## src/rtl/crcchk_seq.sv

```systemverilog
module crcchk_seq #(
   parameter int BANK_BYTES = 16,
   parameter int IDX_W      = 3,
   parameter int FIRST_BANK = 1,
   parameter int LAST_BANK  = 5,
   parameter int REF_IDX    = 8
) (
   input  logic             clk_i,
   input  logic             rst_ni,
   input  logic             load_i,
   input  logic [IDX_W-1:0] idx_i,
   input  logic             valid_i,
   output logic             take_o,
   output logic             protect_o,
   output logic             ref_o,
   output logic             final_o,
   output logic             restart_o
);

   localparam int CNT_W = $clog2(BANK_BYTES + 1);
   localparam logic [CNT_W-1:0] LAST_CNT = CNT_W'(BANK_BYTES - 1);
   localparam logic [CNT_W-1:0] REF_CNT  = CNT_W'(REF_IDX);
   localparam logic [IDX_W-1:0] FIRST_ID = IDX_W'(FIRST_BANK);
   localparam logic [IDX_W-1:0] LAST_ID  = IDX_W'(LAST_BANK);

   logic [IDX_W-1:0] cur_q;
   logic [CNT_W-1:0] cnt_q;
   logic             active_q;
   logic             complete_q;
   logic             seq_q;
   logic [IDX_W:0]   nxt_idx;
   logic             follows;
   logic             is_first;
   logic             last_byte;

   assign nxt_idx   = {1'b0, cur_q} + (IDX_W+1)'(1);
   assign follows   = (nxt_idx == {1'b0, idx_i});
   assign is_first  = (idx_i == FIRST_ID);
   assign last_byte = (cnt_q == LAST_CNT);

   assign take_o    = valid_i && active_q && !load_i;
   assign protect_o = (cur_q >= FIRST_ID) && (cur_q <= LAST_ID);
   assign ref_o     = (cur_q == LAST_ID) && (cnt_q == REF_CNT);
   assign final_o   = take_o && last_byte && (cur_q == LAST_ID) && seq_q;
   assign restart_o = load_i && is_first;

   always_ff @(posedge clk_i or negedge rst_ni) begin
      if (!rst_ni) begin
         cur_q      <= '0;
         cnt_q      <= '0;
         active_q   <= 1'b0;
         complete_q <= 1'b0;
         seq_q      <= 1'b0;
      end else if (load_i) begin
         cur_q      <= idx_i;
         cnt_q      <= '0;
         active_q   <= 1'b1;
         complete_q <= 1'b0;
         seq_q      <= is_first ? 1'b1 : (seq_q && complete_q && follows);
      end else if (take_o) begin
         if (last_byte) begin
            active_q   <= 1'b0;
            complete_q <= 1'b1;
            cnt_q      <= '0;
         end else begin
            cnt_q <= cnt_q + CNT_W'(1);
         end
      end
   end


   restart_seq_chk: assert property (@(posedge clk_i) disable iff (!rst_ni)
      (load_i && is_first) |=> seq_q);


   order_break_chk: assert property (@(posedge clk_i) disable iff (!rst_ni)
      (load_i && !is_first && !follows) |=> !seq_q);


   abandon_break_chk: assert property (@(posedge clk_i) disable iff (!rst_ni)
      (load_i && !is_first && active_q) |=> !seq_q);


   stray_byte_chk: assert property (@(posedge clk_i) disable iff (!rst_ni)
      (valid_i && !active_q && !load_i) |=> $stable(cnt_q));


   cnt_range_chk: assert property (@(posedge clk_i) disable iff (!rst_ni)
      cnt_q <= LAST_CNT);

endmodule

```

## config.mk

```make
export PLATFORM = sky130hd
export DESIGN_NAME = crcchk_seq
export DESIGN_NICKNAME = d
export VERILOG_FILES = /design/src/rtl/crcchk_seq.sv
export SDC_FILE = /design/constraint.sdc
export NUM_CORES = 1
export LEC_CHECK = 0
export ABC_AREA = 1
export CORE_UTILIZATION = 45
export DETAILED_ROUTE_END_ITERATION = 6
export GPL_ROUTABILITY_DRIVEN = 0
export PLACE_DENSITY = 0.72
export SLEW_MARGIN = 20
export SYNTH_ARGS = -nofsm -noshare
export SYNTH_HDL_FRONTEND = slang
export SYNTH_SLANG_ARGS = --single-unit
```

## constraint.sdc

```tcl
create_clock -name clk_i -period 1 [get_ports clk_i]
set_input_delay 0.2 -clock clk_i [delete_from_list [all_inputs] [get_ports clk_i]]
set_output_delay 0.2 -clock clk_i [all_outputs]
set_load 0.01 [all_outputs]
```

==> out/results.tsv, run 1 <==
stage	metric	value	unit
synthesis	total number of yosys warnings	0	
detailed_routing	Pre-antenna DRT Iters	4	
timing	fin. max-slew vios	0	
finish	fillcell total	103	
setup_path	WP data required	0.80	ns
floorplan	Die Ht	40.9	µm
global_route	largest net degree at the start of global routing	12	
global_route	first-pass GRT wire length	2.61	mm
timing	Final min period	1.63	ns
floorplan	die area	0.00167	mm²
cts	CTS Buf Count	3	
global_route	GR Util All Layers	25.5	%
setup_path	Critical Path Start Type	register	
floorplan	# rows	13	
detailed_routing	initial drt markers	13	
timing	period utilization	163	%
synthesis	Cell Area, Synth	679	µm²
cts	CTS HTree Levels	1	
finish	most frequent cells in the layout	buf_4 (24), nand2_1 (17), dfrtp_1 (11), inv_1 (10), buf_2 (7)	
finish	most common cell after layout, fill and taps aside	buf_4	
setup_path	Worst Path Max Fanout	2	
status	failing checks	setup timing	
floorplan	core area	0.00135	mm²
synthesis	Synth Net Count	101	
setup_path	Reg2Reg Setup Slack	-0.35	ns
placed_design	PortBufs	11	
setup_path	Crit Path Category	reg -> out	
setup_path	reg2reg start	cnt_q[0]$_DFFE_PN0P_	
placed_design	HPWL Detailed	1.31	mm
pwr	maximum vdd drop	1020	µV
cts	CTS root buf	clkbuf_4	
timing	Clock Skews	0.00872	ns
setup_path	R2R depth	7	
finish	Finished Layout Cells	145	
global_route	initial antenna violation count	0	
floorplan	Die Wd	40.9	µm
timing	Final WS setup	-0.630	ns
synthesis	top-area cell type share of the netlist area	40.5	%
hold_path	worst hold-check path type	in -> async	
synthesis	Synth cell types	20	
synthesis	Seq/Total Area, Yosys	40.5	%
setup_path	Reg-to-Reg End	cnt_q[2]$_DFFE_PN0P_	
synthesis	Seq cells post-synth	11	
placed_design	placed cells	136	
placed_design	Post-DP Area	987	µm²
cts	Clock Sink Count	11	
finish	share of cells above drive strength 1	49.2	%
global_route	Congestion Overflow GR	0	
synthesis	Post-Synthesis Cells	90	
detailed_routing	Wirelength per Cell	12.5	µm
timing	Worst Tran Pin Value	0.199	ns
synthesis	Area contributors post-synth	dfrtp_1 (41%), nand2_1 (12%), inv_1 (7.7%)	
detailed_routing	Total Routed Length	1.81	mm
setup_path	CP arrival	1.43	ns
finish	post-layout instance area	0.00107	mm²
global_route	number of global-route vias before repair	654	
run	total of max-cap violations	0	
cts	Clk Latency, worst-skew pair	0.27	ns
finish	area grow syn2layout	57.5	%
cts	CTS tree	built	
pwr	Power per Cell Area	1040	mW/mm²
detailed_routing	via count	740	
status	status	complete, but fails checks	
detailed_routing	Detail Route Antenna Nets	0	
detailed_routing	Residual DRC	0	
synthesis	area leader, netlist	dfrtp_1	
floorplan	I/O Pins	12	
timing	final hold viol count	0	
detailed_routing	vias per cell	5.10	
synthesis	Syn Area/Cell	7.55	µm²
finish	Ant. Diodes	0	
timing	RSZ-0062 raised after global routing	yes	
timing	Max Freq	0.613	GHz
finish	area of the multi-input gates	420	µm²
pwr	Leak Pwr	0.554	nW
cts	Worst-path clk slew	0.07	ns
setup_path	Worst Setup End Kind	primary output	
timing	final number of setup-violating endpoints	12	
finish	nets	142	
floorplan	initial core utilization	50.3	%
finish	Util after Layout	79.2	%
finish	register area	275	µm²
cts	Hold Buf Count CTS	0	
timing	Slew headroom	86.6	%
cts	CTS max path bufs	2	
==> per-layer routing <==
layer,track usage [%],routed length [µm]
met1,29.1,834
met2,40.6,819
met3,8.70,121
met4,15.0,36
met5,0,0
==> cell usage after synthesis <==
library cell  number
dfrtp_1           11
nand4_1            2
a21oi_1            2
nand2_1           22
o21ai_0            8
a21boi_0           1
nor3_1             2
ha_1               4
nand2_2            1
o21ai_2            1
inv_2              1
nor2_2             1
xor2_1             1
nor3_2             1
buf_6              1
nor4_1             1
nand3_1            9
inv_1             14
nand3_2            1
nor2_1             6
==> critical path: stages (launching register included) <==
cell	delay, ns
dfrtp_1	0.38
ha_2	0.22
nand3_2	0.10
nor2_2	0.13
nand2_2	0.07
nor3_4	0.10
buf_2	0.15
==> worst max-delay path by stage <==
| stage | start | end | cells past startpoint |
|---|---|---|---|
| floorplan | cnt_q[1]$_DFFE_PN0P_ | final_o | 5 |
| global placement | load_i | restart_o | 4 |
| detailed placement | load_i | restart_o | 4 |
| CTS | cnt_q[1]$_DFFE_PN0P_ | final_o | 6 |
| global route | cnt_q[1]$_DFFE_PN0P_ | final_o | 6 |
| finish | cnt_q[0]$_DFFE_PN0P_ | final_o | 6 |
==> cell families after synthesis <==
logic type,share of synthesized area [%]
AOI/OAI and AO/OA,9.76
xor gates and xnor gates,1.29
and+or+nand+nor,31.1
DFF,40.5
buffers and inverters,9.94
adders and majority gates,7.37
==> registers in the layout, summed over array words and instances (netlist names) <==
signal / count
seq_q: 1
cnt_q: 5
cur_q: 3
active_q: 1
complete_q: 1
==> power breakdown <==
group	leakage [nW]	internal [W]	switching [W]	total [W]
Sequential	0.141	0.000468	0.0000232	0.000491
Clock	0.0150	0.000154	0.000145	0.000299
Combinational	0.399	0.000162	0.000161	0.000322
==> layout make-up <==
| type | count | area share [%] |
|---|---|---|
| well taps | 15 | 1.75 |
| repair buffers | 37 | 25.3 |
| clock buffers | 4 | 2.46 |
| multi-input cells | 63 | 39.3 |
| inverters | 15 | 5.50 |
| flip-flops and latches | 11 | 25.7 |
==> metrics by stage <==
| stage | hold slack [ns] | setup WS [ns] | setup TNS (ns) | total power, W |
|---|---|---|---|---|
| after floorplan | -0.0956 | -0.156 | -0.380 | 0.000622 |
| after global placement | 0.449 | -0.744 | -5.83 | 0.000764 |
| after detailed placement | 0.471 | -0.742 | -6.03 | 0.000773 |
| after CTS | 0.238 | -0.575 | -3.18 | 0.00108 |
| after global routing | 0.250 | -0.734 | -4.56 | 0.00119 |
| final | 0.231 | -0.630 | -3.69 | 0.00111 |
==> repair_timing <==
item / 4_1_cts / 5_1_grt
setup endpoints to repair: 13 / 13
resized for setup: 40 / 16
buffers inserted: 3 / 3
pin swaps: 7 / 10
Power figures use the tool's default switching activity.
==> inputs of run 2 (changes only) <==
Settings changed: CTS_CLUSTER_SIZE set to 8.
==> results of run 2 <==
Same layout as run 1: the final DEF is identical, and so are final timing and power.
==> inputs of run 3 (changes only) <==
Settings changed: SLEW_MARGIN 20 to unset.
==> results of run 3 <==
Same layout as run 1: the final DEF is identical, and so are final timing and power.
